File: src/rtl/strap_pkg.sv
package strap_pkg;
  localparam int NUM_PIN  = 9;
  localparam int FS_WIDTH = 4;

  localparam int PIN_FS0   = 0;
  localparam int PIN_MODE  = 4;
  localparam int PIN_CSEL  = 5;
  localparam int PIN_RSEL  = 6;
  localparam int PIN_DUAL0 = 7;
  localparam int PIN_DUAL1 = 8;

  typedef enum logic [1:0] {
    ROLE_INPUT = 2'd0,
    ROLE_CLOCK = 2'd1,
    ROLE_RATIO = 2'd2,
    ROLE_STOP  = 2'd3
  } pinRole_e;

  // strobes from control to datapath
  typedef struct packed {
    logic capture;  // one cycle: latch straps on this edge
    logic active;   // straps held, runtime roles in force
  } ctrlStrobe_t;
endpackage

File: src/rtl/strap_ctrl.sv
module strap_ctrl
  import strap_pkg::*;
(
  input  logic        clk,
  input  logic        pwrGood,
  output ctrlStrobe_t strobe
);
  logic armed;

  always_ff @(posedge clk or negedge pwrGood) begin
    if (!pwrGood) armed <= 1'b0;
    else          armed <= 1'b1;
  end

  assign strobe.capture = pwrGood & ~armed;
  assign strobe.active  = armed;

  AST_CAPTURE_ONCE: assert property (@(posedge clk) disable iff (!pwrGood)
    strobe.capture |=> (strobe.active && !strobe.capture));
endmodule

File: src/rtl/strap_datapath.sv
module strap_datapath
  import strap_pkg::*;
#(
  parameter logic [NUM_PIN-1:0] PULL_UP = 9'h1DC,
  parameter int SYNC_STAGES = 2
)(
  input  logic                 clk,
  input  logic                 pwrGood,
  input  ctrlStrobe_t          strobe,
  input  logic [NUM_PIN-1:0]   padLevel,
  input  logic [NUM_PIN-1:0]   padDriven,
  output logic [FS_WIDTH-1:0]  fsLatched,
  output logic                 clkIs24,
  output logic [1:0]           ratioOut,
  output logic [NUM_PIN-1:0]   pinOe,
  output logic [2*NUM_PIN-1:0] pinRole,
  output logic                 pciStopReq,
  output logic                 cpuStopReq
);
  localparam int NUM_DUAL = 2;

  logic [NUM_PIN-1:0]  resolved;
  logic [FS_WIDTH-1:0] fsReg;
  logic [1:0]          ratioReg;
  logic                modeReg;
  logic                ratioSelReg;
  logic                clkSelReg;
  logic [NUM_DUAL-1:0] stopSync;
  pinRole_e            dualRole;

  // undriven pins settle to their pull level
  assign resolved = (padLevel & padDriven) | (PULL_UP & ~padDriven);

  always_ff @(posedge clk or negedge pwrGood) begin
    if (!pwrGood) begin
      fsReg       <= '0;
      ratioReg    <= '0;
      modeReg     <= 1'b1;
      ratioSelReg <= 1'b1;
      clkSelReg   <= 1'b0;
    end else if (strobe.capture) begin
      fsReg       <= resolved[PIN_FS0 +: FS_WIDTH];
      ratioReg    <= resolved[PIN_FS0 +: 2];
      modeReg     <= resolved[PIN_MODE];
      ratioSelReg <= resolved[PIN_RSEL];
      clkSelReg   <= resolved[PIN_CSEL];
    end
  end

  always_comb begin
    if (!strobe.active)   dualRole = ROLE_INPUT;
    else if (!modeReg)    dualRole = ROLE_STOP;
    else if (ratioSelReg) dualRole = ROLE_CLOCK;
    else                  dualRole = ROLE_RATIO;
  end

  for (genvar p = 0; p < NUM_PIN; p++) begin : g_pin
    pinRole_e role;
    if (p == PIN_DUAL0 || p == PIN_DUAL1) begin : g_dual
      assign role = dualRole;
    end else if (p == PIN_RSEL) begin : g_rsel
      assign role = ROLE_INPUT;
    end else begin : g_clk
      assign role = strobe.active ? ROLE_CLOCK : ROLE_INPUT;
    end
    assign pinRole[2*p +: 2] = role;
    assign pinOe[p] = (role == ROLE_CLOCK) || (role == ROLE_RATIO);
  end

  for (genvar d = 0; d < NUM_DUAL; d++) begin : g_sync
    logic [SYNC_STAGES-1:0] shiftQ;
    always_ff @(posedge clk or negedge pwrGood) begin
      if (!pwrGood) shiftQ <= '1;
      else          shiftQ <= {shiftQ[SYNC_STAGES-2:0], resolved[PIN_DUAL0 + d]};
    end
    assign stopSync[d] = shiftQ[SYNC_STAGES-1];
  end

  assign pciStopReq = strobe.active & ~modeReg & ~stopSync[0];
  assign cpuStopReq = strobe.active & ~modeReg & ~stopSync[1];
  assign fsLatched  = fsReg;
  assign clkIs24    = clkSelReg;
  assign ratioOut   = ratioReg;

  AST_NO_OE_BEFORE_CAPTURE: assert property (@(posedge clk) disable iff (!pwrGood)
    !strobe.active |-> (pinOe == '0));
  AST_LATCH_STABLE: assert property (@(posedge clk) disable iff (!pwrGood)
    strobe.active |=> ($stable(fsReg) && $stable(modeReg) && $stable(clkSelReg)));
  AST_RATIO_TRACKS_FS: assert property (@(posedge clk) disable iff (!pwrGood)
    strobe.active |-> (ratioReg == fsReg[1:0]));
  AST_STOP_GATED: assert property (@(posedge clk) disable iff (!pwrGood)
    modeReg |-> (!pciStopReq && !cpuStopReq));
endmodule

File: src/rtl/strap_pin_ctrl.sv
module strap_pin_ctrl
  import strap_pkg::*;
#(
  parameter logic [NUM_PIN-1:0] PULL_UP = 9'h1DC,
  parameter int SYNC_STAGES = 2
)(
  input  logic                 clk,
  input  logic                 pwrGood,
  input  logic [NUM_PIN-1:0]   padLevel,
  input  logic [NUM_PIN-1:0]   padDriven,
  output logic [FS_WIDTH-1:0]  fsLatched,
  output logic                 clkIs24,
  output logic [1:0]           ratioOut,
  output logic [NUM_PIN-1:0]   pinOe,
  output logic [2*NUM_PIN-1:0] pinRole,
  output logic                 pciStopReq,
  output logic                 cpuStopReq
);
  ctrlStrobe_t strobe;

  strap_ctrl u_ctrl (
    .clk     (clk),
    .pwrGood (pwrGood),
    .strobe  (strobe)
  );

  strap_datapath #(
    .PULL_UP     (PULL_UP),
    .SYNC_STAGES (SYNC_STAGES)
  ) u_dp (
    .clk        (clk),
    .pwrGood    (pwrGood),
    .strobe     (strobe),
    .padLevel   (padLevel),
    .padDriven  (padDriven),
    .fsLatched  (fsLatched),
    .clkIs24    (clkIs24),
    .ratioOut   (ratioOut),
    .pinOe      (pinOe),
    .pinRole    (pinRole),
    .pciStopReq (pciStopReq),
    .cpuStopReq (cpuStopReq)
  );
endmodule

File: config.mk
export PLATFORM = sky130hd
export DESIGN_NAME = strap_pin_ctrl
export DESIGN_NICKNAME = d
export VERILOG_FILES = /design/src/rtl/strap_pkg.sv /design/src/rtl/strap_ctrl.sv /design/src/rtl/strap_datapath.sv /design/src/rtl/strap_pin_ctrl.sv
export SDC_FILE = /design/constraint.sdc
export NUM_CORES = 1
export LEC_CHECK = 0
export ABC_AREA = 1
export ABC_CLOCK_PERIOD_IN_PS = 1300
export CORE_MARGIN = 1.5
export CORE_UTILIZATION = 29
export CTS_CLUSTER_DIAMETER = 60
export DETAILED_ROUTE_END_ITERATION = 12
export PLACE_DENSITY = 0.77
export SYNTH_ARGS = -nofsm -noshare
export SYNTH_HDL_FRONTEND = slang
export SYNTH_SLANG_ARGS = --single-unit
File: constraint.sdc
create_clock -name clk -period 1.3 [get_ports clk]
set_clock_uncertainty 0.15 [all_clocks]
set_input_delay 0.325 -clock clk [delete_from_list [all_inputs] [get_ports clk]]
set_output_delay 0.325 -clock clk [all_outputs]
set_load 0.1 [all_outputs]
==> impl_metrics.py, run 1 <==
metrics = {
    "worst_setup_path": {
        "path_cells": "inv_2 > nand2_4 > buf_6 > nand2_8 > buf_12",
        "crit_path_end_kind": "output pin",
        "worstSetupPathType": "flip-flop to output pin",
        "arrival_ns": 1.29,
        "reg2reg_from": "u_ctrl.armed",
        "cp_max_fo": 3,
        "ff2ff_setup_slack_ns": 0.05,
        "r2r_cells": 6,
        "cp_slowest_stage_delay_ns": 0.58,
        "crit_required_ns": 0.82,
        "cpMaxStageDelayCell": "dfstp_2",
        "start_kind": "flip-flop",
        "r2r_end": "u_dp.fsLatched[2]",
    },
    "power": {
        "power_density_nw_per_um2": 1210,
        "p_total_mw": 1.92,
        "peakVddDrop_v": 0.000720,
        "p_leak_nw": 0.772,
    },
    "sta": {
        "period_share": 1.36,
        "hold_viol_final": 0,
        "timing.fmax_mhz": 566,
        "slew_viol_final": 0,
        "fin_ws_ns": -0.468,
        "min_period_ns": 1.77,
        "fin_tns_setup_ns": -7.95,
        "setup_viol": 27,
        "rsz0062_at_grt": "true",
    },
    "finish": {
        "final_cell_mix": "nand2_1 (30), buf_12 (27), clkdlybuf4s50_1 (19), conb_1 (10), inv_1 (9)",
        "drive_gt1_frac": 0.507,
        "final_common_cell": "nand2_1",
        "fillers": 156,
        "antenna_cells": 0,
        "fin_nets": 159,
        "syn2layout_area_growth_pct": 124,
        "fin_cells": 166,
    },
    "clock_tree": {
        "clock_latency_ns": 0.26,
        "cts_tree": "built",
        "clkTransAtPathRegs_ns": 0.08,
        "cts_max_path_buffers": 2,
        "clockRootBuffer": "clkbuf_4",
        "cts_buffers": 3,
        "htreeDepth": 1,
        "hold_buffers": 0,
        "clkSinkCount": 12,
    },
    "hold_path": {
        "hp-start": "u_dp.g_sync[0].shiftQ[0]",
        "min_path_cells": 0,
        "hold_path_class": "flip-flop to flip-flop",
        "whs_endpoint": "u_dp.g_sync[0].shiftQ[1]",
    },
    "status": {
        "status": "complete, but fails checks",
        "violations": "setup timing",
    },
    "global_routing": {
        "grt_max_degree": 8,
        "grt_pass1_wl_um": 3150,
        "grt_pass1_vias": 689,
        "grt_overflow": 0,
        "antenna_found_initial": 0,
        "track_usage": 0.160,
    },
    "detailed_routing": {
        "drtIter0Drc": 12,
        "routed_wl_um": 2140,
        "avgViaCountPerCell": 4.04,
        "vias": 670,
        "wl_per_cell_um": 12.9,
        "antenna_left": 0,
        "drc": 0,
        "firstDrtPassIters": 4,
    },
    "synth": {
        "avgSynthCellArea_um2": 7.74,
        "ys_seq_area_frac": 0.432,
        "syn_area_um2": 712,
        "synth_cell_types": 11,
        "yosys_warnings": 0,
        "syn_inst": 92,
        "ys_seq_elements": 12,
    },
    "floorplanning": {
        "dieArea_um2": 2760,
        "row_count": 17,
        "start_util": 0.316,
        "die_height_um": 52.5,
        "die_w_um": 52.5,
        "core_um2": 2250,
        "ios": 56,
    },
    "placed_design": {
        "io_buffers": 46,
        "placed_cells": 158,
        "place.gp.congestion": 0.684,
        "hpwlAfterDp_um": 1690,
    },
    "job": {
        "maxCapViolations": 0,
    },
}
[cells by family after synthesis]
logic type | after synthesis | synth area share
DFF | 12 | 0.432
buffers and inverters | 39 | 0.343
other | 2 | 0.0105
AOI/OAI and AO/OA | 1 | 0.00702
and+or+nand+nor | 38 | 0.207
[cell usage after synthesis, drive strengths merged]
cell type | n | area share
nand2 | 35 | 0.19
buf | 26 | 0.27
inv | 13 | 0.069
dfrtp | 6 | 0.21
dfstp | 6 | 0.22
nor2 | 3 | 0.019
conb | 2 | 0.011
a21oi | 1 | 0.0070
[routing by layer]
| layer | global-route usage | part of all wire |
|---|---|---|
| met1 | 0.156 | 0.34 |
| met2 | 0.302 | 0.55 |
| met3 | 0.0371 | 0.10 |
| met4 | 0.0940 | 0.0098 |
| met5 | 0 | 0 |
[final cells by class]
class	count	area, µm²	area share
Inverter	13	52.6	0.0330
Tap cell	28	35.0	0.0220
Sequential cell	12	320	0.201
Clock buffer	4	36.3	0.0228
Multi-Input combinational cell	49	250	0.157
Timing Repair Buffer	60	898	0.564
[registers in the layout, indices dropped and copies added, names as in the netlist]
signal,flops
u_dp.clkIs24,1
u_dp.ratioOut,1
u_dp.modeReg,1
u_ctrl.armed,1
u_dp.fsLatched,3
u_dp.g_sync.shiftQ,4
u_dp.ratioSelReg,1
[power breakdown]
part,internal (mW),switching [mW],leakage (nW)
Sequential,0.426,0.0414,0.130
Combinational,0.400,0.774,0.621
Clock,0.170,0.113,0.0210
Total,0.995,0.929,0.772
[worst max-delay path: cells and delay by family (launching register included)]
kind,cells,cell delay (ns)
simple gates,2,0.11
buf+inv,3,0.33
flops,1,0.58
[worst max path at each step]
stage	startpoint	slack (ns)	end
CTS	u_dp.modeReg	-0.46	pinRole[16]
floorplan	u_ctrl.armed	-0.59	pinRole[17]
global route	u_dp.modeReg	-0.52	pinRole[16]
detailed placement	pwrGood	-0.28	u_dp.fsLatched[3]
global placement	pwrGood	-0.19	u_dp.clkIs24
finish	u_dp.modeReg	-0.47	pinRole[16]
[per-stage QoR]
stage | utilization | setup WS, ns | hold WS (ns) | cell area [µm²]
after global routing | 0.706 | -0.521 | 0.216 | 1590
final | 0.706 | -0.468 | 0.209 | 1590
after floorplan | - | -0.589 | -0.121 | 842
after detailed placement | 0.647 | -0.278 | 0.199 | 1460
after global placement | 0.647 | -0.188 | 0.196 | 1460
after CTS | 0.696 | -0.455 | 0.212 | 1570
[what timing repair did]
item	in CTS	in global routing
buffers inserted	2	2
endpoints found under the setup margin	28	31
gates cloned	1	0
gates resized for setup	10	5
Power figures use the tool's default switching activity.
==> run 2: changes to the inputs <==
==> constraint.sdc (replaced) <==
create_clock -name clk -period 1.3 [get_ports clk]
set_clock_uncertainty 0.15 [all_clocks]
set_input_delay 0.325 -clock clk [delete_from_list [all_inputs] [get_ports clk]]
set_output_delay 0.325 -clock clk [all_outputs]
set_load 0.05 [all_outputs]
==> run 2 against run 1 <==
Compared with the run above:
- the flow still finishes with violations (setup timing)
- die area is the same
- global-route usage down 2.7 points
- cell count decreased by 2.4%
- critical path type unchanged
==> impl_metrics.py, run 2 (same netlist as run 1, synthesis figures left out) <==
metrics = {
    "status": {
        "status": "complete, but fails checks",
        "violations": "setup timing",
    },
    "worst_setup_path": {
        "crit_required_ns": 0.82,
        "start_kind": "flip-flop",
        "r2r_cells": 5,
        "arrival_ns": 1.18,
        "cp_slowest_stage_delay_ns": 0.57,
        "crit_path_end_kind": "output pin",
        "worstSetupPathType": "flip-flop to output pin",
        "reg2reg_from": "u_ctrl.armed",
        "cp-startpoint": "u_dp.modeReg",
        "crit_top_cell": "nand2_4",
        "path_cells": "inv_2 > nand2_4 > nand2_4 > buf_12",
        "cpMaxStageDelayCell": "dfstp_2",
        "cp_max_fo": 4,
    },
    "sta": {
        "timing.fmax_mhz": 603,
        "hold_viol_final": 0,
        "rsz0062_at_grt": "true",
        "min_period_ns": 1.66,
        "slew_viol_final": 0,
        "setup_viol": 27,
        "fin_ws_ns": -0.359,
        "period_share": 1.28,
    },
    "detailed_routing": {
        "wl_per_cell_um": 10.6,
        "antenna_left": 0,
        "firstDrtPassIters": 4,
        "wl_met2_um": 1000,
        "drtIter0Drc": 8,
        "drc": 0,
        "drt-met1-wl_um": 516,
        "routed_wl_um": 1710,
        "vias": 654,
        "avgViaCountPerCell": 4.04,
        "routed.top_layer": "met3",
        "dr_wl_met3_um": 195,
    },
    "placed_design": {
        "placed_cells": 156,
        "io_buffers": 46,
        "place_ws_ns": -0.257,
        "dpl-instance-area_um2": 1400,
        "place.gp.congestion": 0.675,
        "hpwlAfterDp_um": 1500,
    },
    "job": {
        "maxCapViolations": 0,
    },
    "clock_tree": {
        "cts_tree": "built",
        "cts_buffers": 3,
        "htreeDepth": 1,
        "clockRootBuffer": "clkbuf_4",
        "cts_max_path_buffers": 2,
        "clkSinkCount": 12,
        "clock_latency_ns": 0.25,
        "clkTransAtPathRegs_ns": 0.08,
    },
    "power": {
        "power_density_nw_per_um2": 1010,
        "peakVddDrop_v": 0.000620,
        "p_leak_nw": 0.735,
    },
    "floorplanning": {
        "dieArea_um2": 2760,
        "row_count": 17,
        "start_util": 0.316,
        "die_height_um": 52.5,
        "die_w_um": 52.5,
        "core_um2": 2250,
        "ios": 56,
    },
    "hold_path": {
        "hold_path_class": "flip-flop to flip-flop",
        "hp-start": "u_dp.g_sync[0].shiftQ[0]",
        "min_path_cells": 0,
    },
    "finish": {
        "regMostFlops": "u_dp.g_sync.shiftQ",
        "antenna_cells": 0,
        "syn2layout_area_growth_pct": 106,
        "final_area_um2": 1460,
        "final_cell_mix": "nand2_1 (31), buf_12 (27), clkdlybuf4s50_1 (18), conb_1 (10), inv_1 (9)",
        "drive_gt1_frac": 0.448,
        "final_common_cell": "nand2_1",
        "largest_reg_flops": 4,
        "fin_nets": 155,
        "fin_cells": 162,
    },
    "global_routing": {
        "grt_max_degree": 13,
        "antenna_found_initial": 0,
        "grt_overflow": 0,
        "grt_pass1_wl_um": 2660,
        "grt_pass1_vias": 631,
        "track_usage": 0.134,
    },
}
==> run 2: final timing paths <==
check	to	slack, ns
setup / recovery	pinRole[16]	-0.36
max in group asynchronous	u_dp.g_sync[1].shiftQ[0]	0.27
hold reg to reg	u_dp.g_sync[0].shiftQ[1]	0.21
min in group asynchronous	u_dp.fsLatched[1]	0.48
setup reg to reg	u_dp.fsLatched[3]	0.06
hold / removal	u_dp.g_sync[0].shiftQ[1]	0.21
==> run 2: area by class of cell <==
class,count,area (µm²)
Multi-Input combinational cell,49,224
Fill cell,190,791
Sequential cell,12,312
Tap cell,28,35.0
Timing Repair Buffer,56,815
Clock buffer,4,26.3
Inverter,13,52.6
==> run 2: critical path: cells and delay by family, from the launching register on <==
kind	cells	cell delay (ns)
buffers and inverters	2	0.20
flip-flops	1	0.57
AND/OR/NAND/NOR	2	0.15
==> run 2: where the power goes <==
group | internal (mW) | leakage [nW] | switching, mW
sequential | 0.420 | 0.134 | 0.0415
combinational | 0.358 | 0.586 | 0.430
clock | 0.118 | 0.0150 | 0.109
total | 0.897 | 0.735 | 0.580
==> run 2: per-layer routing <==
layer / up-vias / track usage
li1: 312 / -
met1: 301 / 0.114
met2: 41 / 0.277
met3: 0 / 0.0486
met4: 0 / 0.0385
met5: - / 0
==> run 2: timing repair <==
item,CTS,global route
endpoints found under the hold margin,0,6
gates resized for setup,5,1
hold buffers,0,1
setup endpoints to repair,27,33
pin swaps,1,0
buffers inserted,0,1
==> run 2: metrics by stage <==
step / total power [mW] / setup TNS (ns) / hold slack, ns / utilization
after floorplan: 0.898 / -1.60 / -0.121 / -
after global placement: 1.23 / -2.72 / 0.196 / 0.623
after detailed placement: 1.24 / -3.75 / 0.197 / 0.623
after CTS: 1.49 / -7.44 / 0.207 / 0.640
after global routing: 1.55 / -8.39 / 0.210 / 0.649
final: 1.48 / -7.08 / 0.205 / 0.649
==> run 3: changes to the inputs <==
--- a/config.mk
+++ b/config.mk
@@ -14,4 +14,5 @@
 export PLACE_DENSITY = 0.77
 export SYNTH_ARGS = -nofsm -noshare
 export SYNTH_HDL_FRONTEND = slang
+export SYNTH_HIERARCHICAL = 1
 export SYNTH_SLANG_ARGS = --single-unit
==> run 3 against run 2 <==
Compared with the run above:
- the run still ends with setup timing left
- die area fell by 0.49%
- sequential share of layout area is 0.055 points higher
- core utilization decreased by 0.17 points
- global-route usage rose by 0.53 points
- via count is 3.4% lower
- critical path type unchanged
- largest power group unchanged
- final area is 0.26% lower
- area after synthesis is 0.53% lower
- maximum frequency shrank 2.5%
- setup slack worse by 0.043 ns
- register-to-register slack hardly changed
- wire length is 7.1% higher
- worst hold slack gained 0.0019 ns
==> impl_metrics.py, run 3 <==
metrics = {
    "status": {
        "status": "complete, but fails checks",
        "violations": "setup timing",
    },
    "synth": {
        "synth.most_common_cell": "nand2_1",
        "yosysTopAreaCell": "buf_4",
        "synthArstFlopShare": 1.00,
        "syn_inst": 87,
        "synthSimpleGateAreaFrac": 0.189,
        "synth_edf_count": 0,
        "yosys.area_share.adder": 0,
        "synth_xor_area_frac": 0,
        "synth_top_family_by_area": "buffers and inverters",
        "synth_common_cells": "nand2_1 (28), buf_4 (27), inv_1 (9)",
        "syn_area_um2": 708,
        "synthMuxAreaShare": 0,
        "synth_cell_types": 12,
        "synthFlopType": "dfstp_2",
        "synth-compound-area-share": 0.0106,
        "netlist.area_leader.share": 0.286,
        "yosys_warnings": 6,
        "ys_seq_elements": 12,
        "netlist_top_cells_area": "buf_4 (29%), dfstp_2 (22%), dfrtp_1 (21%), nand2_1 (15%), inv_1 (4.8%)",
        "avgSynthCellArea_um2": 8.14,
        "ys_seq_area_frac": 0.435,
    },
    "sta": {
        "period_share": 1.31,
        "fin_ws_ns": -0.403,
        "fin_tns_setup_ns": -7.38,
        "setup_viol": 27,
        "slew_viol_final": 0,
        "timing.fmax_mhz": 587,
        "rsz0062_at_grt": "true",
        "min_period_ns": 1.70,
        "hold_viol_final": 0,
    },
    "detailed_routing": {
        "drc": 0,
        "firstDrtPassIters": 2,
        "wl_per_cell_um": 11.8,
        "drt-met1-wl_um": 633,
        "wl_met2_um": 986,
        "vias": 632,
        "drtIter0Drc": 3,
        "routed.top_layer": "met3",
        "avgViaCountPerCell": 4.05,
        "antenna_left": 0,
        "routed_wl_um": 1840,
        "dr_wl_met3_um": 215,
    },
    "worst_setup_path": {
        "crit_path_end_kind": "output pin",
        "worstSetupPathType": "flip-flop to output pin",
        "r2r_cells": 5,
        "cp_max_fo": 3,
        "ff2ff_setup_slack_ns": 0.05,
        "r2r_end": "u_dp/fsLatched[0]",
        "crit_required_ns": 0.82,
        "reg2reg_from": "u_ctrl/armed",
        "start_kind": "flip-flop",
        "arrival_ns": 1.23,
    },
    "global_routing": {
        "antenna_found_initial": 0,
        "grt_max_degree": 13,
        "track_usage": 0.139,
        "grt_overflow": 0,
        "grt_pass1_vias": 640,
        "grt_pass1_wl_um": 2860,
    },
    "placed_design": {
        "place.gp.congestion": 0.697,
        "placed_cells": 149,
        "hpwlAfterDp_um": 1470,
        "place_ws_ns": -0.224,
        "io_buffers": 46,
    },
    "power": {
        "p_leak_nw": 0.710,
        "p_total_mw": 1.50,
        "power_density_nw_per_um2": 1030,
        "peakVddDrop_v": 0.000887,
    },
    "floorplanning": {
        "dieArea_um2": 2750,
        "core_um2": 2250,
        "die_w_um": 52.4,
        "ios": 56,
        "start_util": 0.314,
        "die_height_um": 52.4,
        "row_count": 17,
    },
    "finish": {
        "final_cell_mix": "buf_12 (27), nand2_1 (25), clkdlybuf4s50_1 (19), conb_1 (10)",
        "utilization": 0.648,
        "syn2layout_area_growth_pct": 106,
        "fin_cells": 156,
        "fin_nets": 149,
        "final_common_cell": "buf_12",
        "drive_gt1_frac": 0.461,
        "antenna_cells": 0,
    },
    "clock_tree": {
        "clkTransAtPathRegs_ns": 0.08,
        "htreeDepth": 1,
        "clockRootBuffer": "clkbuf_4",
        "cts_tree": "built",
        "cts_max_path_buffers": 2,
        "clkSinkCount": 12,
        "cts_buffers": 3,
        "clock_latency_ns": 0.26,
    },
    "hold_path": {
        "min_path_cells": 0,
        "hold_path_class": "flip-flop to flip-flop",
        "hp-start": "u_dp/g_sync[1].shiftQ[0]",
        "whs_endpoint": "u_dp/g_sync[1].shiftQ[1]",
    },
    "job": {
        "maxCapViolations": 0,
    },
}
==> run 3: worst max-delay path by stage <==
stage / startpoint / end / slack (ns)
after global placement: pwrGood / u_dp/fsLatched[0] / -0.19
after detailed placement: pwrGood / u_dp/fsLatched[0] / -0.22
after global routing: u_dp/modeReg / pinOe[8] / -0.45
after CTS: u_dp/modeReg / pinOe[8] / -0.40
final: u_dp/modeReg / pinOe[8] / -0.40
after floorplan: u_ctrl/armed / pinRole[17] / -0.30
==> run 3: timing repair <==
| item | in CTS | in global routing |
|---|---|---|
| pin swaps | 1 | 1 |
| hold buffers | 0 | 0 |
| cloned | 0 | 0 |
| endpoints found under the setup margin | 28 | 30 |
| buffers inserted | 2 | 1 |
| gates resized for setup | 7 | 1 |
==> run 3: worst max-delay path: stages (launching register included) <==
cell	delay [ns]
dfstp_2	0.56
buf_6	0.10
nand2_4	0.04
clkinvlp_4	0.11
buf_12	0.14
==> run 3: cell type report <==
type / instances / area, µm²
repair buffers: 57 / 828
fillers: 184 / 795
flip-flops and latches: 12 / 312
multi-input cells: 45 / 218
inverters: 10 / 41.3
well taps: 28 / 35.0
clock buffers: 4 / 26.3
==> run 3: through the flow <==
stage | hold WS [ns] | area (µm²)
finish | 0.207 | 1460
global placement | 0.195 | 1380
global route | 0.211 | 1460
detailed placement | 0.199 | 1380
CTS | 0.209 | 1450
floorplan | -0.121 | 786
==> run 3: logic make-up (layout without fill, tap and decap cells) <==
| group | after synthesis | count (layout) |
|---|---|---|
| buf+inv | 38 | 71 |
| other cells | 2 | 10 |
| simple gates | 34 | 34 |
| compound gates | 1 | 1 |
| flops | 12 | 12 |
==> run 3: report_power, final <==
part / leakage (nW) / total, mW / switching, mW / internal [mW]
clock network: 0.0150 / 0.233 / 0.115 / 0.118
logic: 0.561 / 0.805 / 0.432 / 0.373
registers: 0.134 / 0.465 / 0.0447 / 0.420
==> run 3: routing by layer <==
layer	global-route usage	vias to the layer above
li1	-	299
met1	0.154	294
met2	0.250	39
met3	0.0543	0
met4	0.0256	0
met5	0	-
